<file path="src/rtl/pmp_pkg.sv">
package pmp_pkg;
  localparam int PAIRS = 3;
  localparam int SEL_W = $clog2(PAIRS + 1);
  localparam int DST_W = SEL_W + 1;

  // Strobes from control to datapath. addrSel 0 = result bus, k = pair k.
  typedef struct packed {
    logic [PAIRS-1:0] aLoad;
    logic [PAIRS-1:0] dLoad;
    logic [SEL_W-1:0] addrSel;
    logic             resDrv;
    logic             memDrv;
    logic             memWe;
  } pmpStrobes_t;
endpackage

</file>
<file path="src/rtl/pmp_ctrl.sv">
module pmp_ctrl
  import pmp_pkg::*;
(
  input  logic              clk,
  input  logic              rstN,
  input  logic              wrEn,
  input  logic              takeover,
  input  logic [DST_W-1:0]  dstSel,
  output pmpStrobes_t       strobes
);
  logic [SEL_W-1:0] pairIdx;
  logic             isData;
  logic             validWr;
  logic [PAIRS-1:0] aLoadV;
  logic [PAIRS-1:0] dLoadV;

  assign pairIdx = dstSel[SEL_W-1:0];
  assign isData  = dstSel[DST_W-1];
  assign validWr = wrEn && (pairIdx != '0) && (int'(pairIdx) <= PAIRS);

  for (genvar i = 0; i < PAIRS; i++) begin : g_decode
    assign aLoadV[i] = validWr && !isData && (pairIdx == SEL_W'(i + 1));
    assign dLoadV[i] = validWr &&  isData && (pairIdx == SEL_W'(i + 1));
  end

  always_comb begin
    strobes.aLoad   = aLoadV;
    strobes.dLoad   = dLoadV;
    if (!validWr)    strobes.addrSel = SEL_W'(1);
    else if (isData) strobes.addrSel = pairIdx;
    else             strobes.addrSel = '0;
    strobes.resDrv  = validWr && isData;
    strobes.memDrv  = ~|dLoadV;
    strobes.memWe   = (|dLoadV) && !takeover;
  end

  AST_LOADS_EXCLUSIVE: assert property (@(posedge clk) disable iff (!rstN)
    $onehot0({aLoadV, dLoadV}));
  AST_IDLE_NO_LOAD: assert property (@(posedge clk) disable iff (!rstN)
    !wrEn |-> ({aLoadV, dLoadV} == '0));
endmodule

</file>
<file path="src/rtl/pmp_datapath.sv">
module pmp_datapath
  import pmp_pkg::*;
#(
  parameter int WIDTH = 16
) (
  input  logic                   clk,
  input  logic                   rstN,
  input  logic [WIDTH-1:0]       resBus,
  input  pmpStrobes_t            strobes,
  input  logic [WIDTH-1:0]       memRdata,
  output logic [PAIRS*WIDTH-1:0] aRegs,
  output logic [PAIRS*WIDTH-1:0] dRegs,
  output logic [WIDTH-1:0]       memAddr,
  output logic [WIDTH-1:0]       memWdata
);
  logic [WIDTH-1:0] aReg [PAIRS];
  logic [WIDTH-1:0] dReg [PAIRS];
  logic [WIDTH-1:0] addrCand [PAIRS+1];
  logic [WIDTH-1:0] dataBus;

  // Two gated drivers onto one shared data path; control keeps them exclusive.
  assign dataBus  = (strobes.resDrv ? resBus : '0) | (strobes.memDrv ? memRdata : '0);
  assign memWdata = dataBus;

  assign addrCand[0] = resBus;
  assign memAddr     = addrCand[strobes.addrSel];

  for (genvar i = 0; i < PAIRS; i++) begin : g_pair
    assign addrCand[i+1]           = aReg[i];
    assign aRegs[i*WIDTH +: WIDTH] = aReg[i];
    assign dRegs[i*WIDTH +: WIDTH] = dReg[i];

    always_ff @(posedge clk or negedge rstN) begin
      if (!rstN) begin
        aReg[i] <= '0;
        dReg[i] <= '0;
      end else begin
        if (strobes.aLoad[i]) aReg[i] <= resBus;
        if (strobes.aLoad[i] || strobes.dLoad[i]) dReg[i] <= dataBus;
      end
    end

    AST_A_TAKES_RESULT: assert property (@(posedge clk) disable iff (!rstN)
      strobes.aLoad[i] |=> (aReg[i] == $past(resBus)));
    AST_D_TAKES_RESULT: assert property (@(posedge clk) disable iff (!rstN)
      strobes.dLoad[i] |=> (dReg[i] == $past(resBus)));
    AST_A_HELD_ON_D: assert property (@(posedge clk) disable iff (!rstN)
      strobes.dLoad[i] |=> $stable(aReg[i]));
    AST_WRITE_ADDR: assert property (@(posedge clk) disable iff (!rstN)
      strobes.dLoad[i] |-> (memAddr == aReg[i]));
  end

  AST_ENABLES_COMPL: assert property (@(posedge clk) disable iff (!rstN)
    strobes.resDrv != strobes.memDrv);
endmodule

</file>
<file path="src/rtl/pmp_mem.sv">
module pmp_mem #(
  parameter int WIDTH  = 16,
  parameter int MEM_AW = 8
) (
  input  logic              clk,
  input  logic              we,
  input  logic [MEM_AW-1:0] addr,
  input  logic [WIDTH-1:0]  wdata,
  output logic [WIDTH-1:0]  rdata
);
  localparam int DEPTH = 1 << MEM_AW;

  logic [WIDTH-1:0] store [DEPTH];

  always_ff @(posedge clk) begin
    if (we) store[addr] <= wdata;
  end

  assign rdata = store[addr];
endmodule

</file>
<file path="src/rtl/pair_mem_port.sv">
module pair_mem_port
  import pmp_pkg::*;
#(
  parameter int WIDTH  = 16,
  parameter int MEM_AW = 8
) (
  input  logic                   clk,
  input  logic                   rstN,
  input  logic [WIDTH-1:0]       resBus,
  input  logic [DST_W-1:0]       dstSel,
  input  logic                   wrEn,
  input  logic                   takeover,
  output logic [PAIRS*WIDTH-1:0] aRegs,
  output logic [PAIRS*WIDTH-1:0] dRegs,
  output logic [WIDTH-1:0]       memAddr,
  output logic                   memAddrOe,
  output logic                   memWe
);
  pmpStrobes_t      strobes;
  logic [WIDTH-1:0] memRdata;
  logic [WIDTH-1:0] memWdata;

  pmp_ctrl u_ctrl (
    .clk      (clk),
    .rstN     (rstN),
    .wrEn     (wrEn),
    .takeover (takeover),
    .dstSel   (dstSel),
    .strobes  (strobes)
  );

  pmp_datapath #(.WIDTH(WIDTH)) u_dp (
    .clk      (clk),
    .rstN     (rstN),
    .resBus   (resBus),
    .strobes  (strobes),
    .memRdata (memRdata),
    .aRegs    (aRegs),
    .dRegs    (dRegs),
    .memAddr  (memAddr),
    .memWdata (memWdata)
  );

  pmp_mem #(.WIDTH(WIDTH), .MEM_AW(MEM_AW)) u_mem (
    .clk   (clk),
    .we    (strobes.memWe),
    .addr  (memAddr[MEM_AW-1:0]),
    .wdata (memWdata),
    .rdata (memRdata)
  );

  assign memWe     = strobes.memWe;
  assign memAddrOe = !takeover;

  AST_WE_NEEDS_DLOAD: assert property (@(posedge clk) disable iff (!rstN)
    memWe |-> ($countones(strobes.dLoad) == 1));
  AST_TAKEOVER_BLOCKS_WE: assert property (@(posedge clk) disable iff (!rstN)
    takeover |-> !memWe);
endmodule

</file>
<file path="config.mk">
export PLATFORM = sky130hd
export DESIGN_NAME = pair_mem_port
export DESIGN_NICKNAME = d
export VERILOG_FILES = /design/src/rtl/pmp_pkg.sv /design/src/rtl/pmp_ctrl.sv /design/src/rtl/pmp_datapath.sv /design/src/rtl/pmp_mem.sv /design/src/rtl/pair_mem_port.sv
export SDC_FILE = /design/constraint.sdc
export NUM_CORES = 2
export LEC_CHECK = 0
export ABC_AREA = 0
export ABC_CLOCK_PERIOD_IN_PS = 12000
export BUFFER_PORTS_ARGS = -buffer_cell sky130_fd_sc_hd__buf_2
export CAP_MARGIN = 20
export CORE_UTILIZATION = 45
export DETAILED_ROUTE_END_ITERATION = 8
export PLACE_DENSITY_LB_ADDON = 0.1
export SLEW_MARGIN = 20
export SYNTH_ARGS = -nofsm -noshare
export SYNTH_HDL_FRONTEND = slang
export SYNTH_SLANG_ARGS = --single-unit
</file>
<file path="constraint.sdc">
create_clock -name clk -period 12 [get_ports clk]
set_clock_uncertainty 0.1 [all_clocks]
set_input_delay 1.2 -clock clk [delete_from_list [all_inputs] [get_ports clk]]
set_output_delay 1.2 -clock clk [all_outputs]
set_load 0.01 [all_outputs]
</file>
==> load_flow_metrics.sql <==
INSERT INTO impl_metrics (metric_group, metric, value, unit) VALUES
('placed_design', 'io_buffers', '136', ''),
('timing', 'fmaxAchievable', '110.4', 'MHz'),
('critical_path', 'endpoint_kind', 'flop', ''),
('finish', 'finalNonFillerCells', '16460', ''),
('finish', 'commonest_cells_after_routing_fill_and_taps_aside', 'edfxtp_1 (4096), nand2_1 (2310), nand3_1 (622), mux2i_1 (517), clkbuf_16 (457)', ''),
('critical_path', 'critical_path.max_fanout', '194', ''),
('floorplanning', 'die_w', '607.6', 'um'),
('critical_path', 'crit_path_frequent_cell', 'buf_4', ''),
('timing', 'finalSetupViolations', '0', ''),
('yosys', 'number_of_synthesized_flops_with_an_enable_pin', '4096', ''),
('critical_path', 'timing.critical_path.slowest_cell_delay', '0.85', 'ns'),
('global_route', 'pin_count_of_the_biggest_net_entering_global_routing', '216', ''),
('yosys', 'asyncSetResetFlopFracSynth', '2.290', '%'),
('global_route', 'globalRoute.totalOverflow', '0', ''),
('floorplanning', 'floorplan.die_area', '369200', 'um2'),
('placed_design', 'number_of_placed_cells_counting_well_taps', '15600', ''),
('finish', 'nNetsFinal', '11270', ''),
('status', 'run_status', 'complete, no violations', ''),
('yosys', 'synth_nets', '10930', ''),
('timing', 'worst_tran_pin_value', '1.246', 'ns'),
('placed_design', 'hpwlAfterDp', '372500', 'um'),
('pwr', 'pwr-share-clk', '33.0', '%'),
('timing', 'timing.final.hold_violations', '0', ''),
('clock_network', 'ctsRootBufferMaster', 'clkbuf_16', ''),
('finish', 'final-seq-area', '125400', 'um2'),
('routing', 'num_vias', '108300', ''),
('floorplanning', 'floorplan.initialDensity', '45.19', '%'),
('pwr', 'comb_power_share', '22.2', '%'),
('timing', 'final.setup.tns', '0', 'ns'),
('clock_network', 'deepest_level_of_the_cts_h_tree', '5', ''),
('finish', 'multiInputGateArea', '37490', 'um2'),
('finish', 'layout_cell_share_with_drive_strength_beyond_1', '15.52', '%'),
('pwr', 'switching_share', '32.10', '%'),
('global_route', 'gr-usage-all-layers', '34.01', '%'),
('clock_network', 'ctsLongestPathBuffers', '4', ''),
('routing', 'detail_route.wirelength', '643800', 'um'),
('timing', 'setup_ws', '2.940', 'ns'),
('finish', 'commonest_non_fill_non_tap_cell_in_the_layout', 'edfxtp_1', ''),
('critical_path', 'timing.critical_path.arrival', '9.60', 'ns'),
('critical_path', 'timing_worst_setup_path_type', 'in2reg', ''),
('pwr', 'power_frac_seq', '44.7', '%'),
('yosys', 'synth.avg_cell_area', '15.14', 'um2'),
('clock_network', 'tritoncts.num_buffers', '448', ''),
('routing', 'detail_route.wl_per_cell', '39.11', 'um'),
('yosys', 'yosysTopAreaCell', 'edfxtp_1', ''),
('floorplanning', 'floorplan.rows', '222', ''),
('pwr', 'power.internal', '28.17', 'mW'),
('pwr', 'irDropWorstVdd', '0.2210', 'mV'),
('timing', 'final.period_utilization', '75.50', '%'),
('pwr', 'post-layout-total-power', '41.49', 'mW'),
('timing', 'timing_max_transition_violations_final', '0', ''),
('routing', 'ant_nets', '0', ''),
('global_route', 'grt_first_pass_wirelength', '863400', 'um'),
('timing', 'finalWorstPathRequiredPeriod', '9.060', 'ns'),
('yosys', 'yosys_warnings', '0', ''),
('finish', 'finish.utilization', '51.59', '%'),
('routing', 'dr_vias_cell', '6.579', ''),
('yosys', 'synth-main-ff-cell', 'edfxtp_1', ''),
('critical_path', 'path_cells', 'buf_2, nor2b_1, o221ai_4, nor2_8, clkinv_16, buf_12, mux2i_1, a22oi_1, a41oi_1, a311oi_1, a31oi_1, buf_4, nor4_2, a21oi_1, inv_8, buf_4', ''),
('yosys', 'synth.cell_area', '165100', 'um2'),
('min_path', 'number_of_cells_on_the_worst_hold_path', '2', ''),
('placed_design', 'post-place-ws', '1.506', 'ns'),
('yosys', 'synth_top_area_share', '74.52', '%'),
('min_path', 'min-delay-start', 'resBus[0]', ''),
('critical_path', 'r2r_end', 'u_mem.store[41][6]', ''),
('routing', 'route.detailed.drc', '0', ''),
('floorplanning', 'placeable_core_region', '365300', 'um2'),
('finish', 'synthToLayoutAreaGrowth', '14.17', '%'),
('global_route', 'number_of_global_route_vias_before_repair', '99680', ''),
('yosys', 'number_of_register_bits_inferred_by_synthesis', '4192', ''),
('placed_design', 'dpl-instance-area', '173800', 'um2');
[worst max-delay path by stage]
stage	start	to	slack, ns	cells past startpoint
2_1_floorplan	dstSel[0]	u_mem.store[0][4]	0.60	16
3_3_place_gp	dstSel[0]	u_mem.store[44][2]	0.93	13
6_report	dstSel[0]	u_mem.store[41][6]	2.94	16
4_1_cts	dstSel[0]	u_mem.store[2][6]	2.54	16
3_5_place_dp	dstSel[0]	u_mem.store[56][6]	1.51	16
5_1_grt	dstSel[0]	u_mem.store[0][6]	2.94	16
[per-layer routing]
layer | up-vias | share of wire (%) | GRT usage [%]
met3 | 1465 | 12 | 7.921
met5 | - | 0.037 | 0
li1 | 42830 | - | -
met2 | 7861 | 44 | 50.70
met4 | 26 | 5.7 | 16.51
met1 | 56130 | 38 | 47.12
[synthesized netlist by cell type, types with 69 or more instances]
library cell / count
a211oi_1: 193
clkbuf_1: 194
nand2_1: 2337
o21ai_0: 69
nand3_1: 627
a32oi_1: 231
mux2_2: 91
a22oi_1: 112
nor2_1: 336
buf_4: 118
o22ai_1: 69
a311oi_1: 133
mux4_2: 121
a21oi_1: 293
buf_2: 314
nand4_1: 79
mux2i_1: 517
and3_1: 213
a31oi_1: 219
edfxtp_1: 4096
dfrtp_1: 96
[registers in the layout, summed over array words and instances, names as in the netlist]
signal / count
u_dp.dRegs: 48
u_mem.store: 4096
u_dp.aRegs: 48
[power by group through the flow]
stage          Sequential [mW]  Combinational, mW  Clock (mW)
2_1_floorplan             19.5               4.28           0
3_3_place_gp              18.9               8.71           0
3_5_place_dp              18.9               8.91           0
4_1_cts                   18.6               8.91        13.8
5_1_grt                   18.6               9.40        14.3
6_report                  18.6               9.23        13.7
[what timing repair did]
action / CTS / global route
endpoints found under the setup margin: 0 / 0
gates resized for setup: 0 / 0
hold buffers: 1 / 0
endpoints found under the hold margin: 15 / 0
[critical path: cells and delay by family]
kind,cells,cell delay [ns]
AND/OR/NAND/NOR,3,2.05
multiplexers,1,0.18
AO/OA/AOI/OAI,6,2.17
buffers and inverters,6,3.20
[layout make-up]
type	count	share of cell area, %
diodes	31	0.04117
clock buffers	567	6.359
clock inverters	255	1.256
well taps	4816	3.198
flip-flops and latches	4192	66.54
inverters	15	0.07901
repair buffers	610	2.628
multi-input cells	5976	19.90
[kinds of logic after synthesis]
kind of cell,after synthesis,share of synthesized area (%)
DFF,4192,75.97
muxes,729,5.407
and+or+nand+nor,3733,9.620
AOI/OAI and AO/OA,1514,6.580
buffers and inverters,735,2.420
Power figures use the tool's default switching activity.
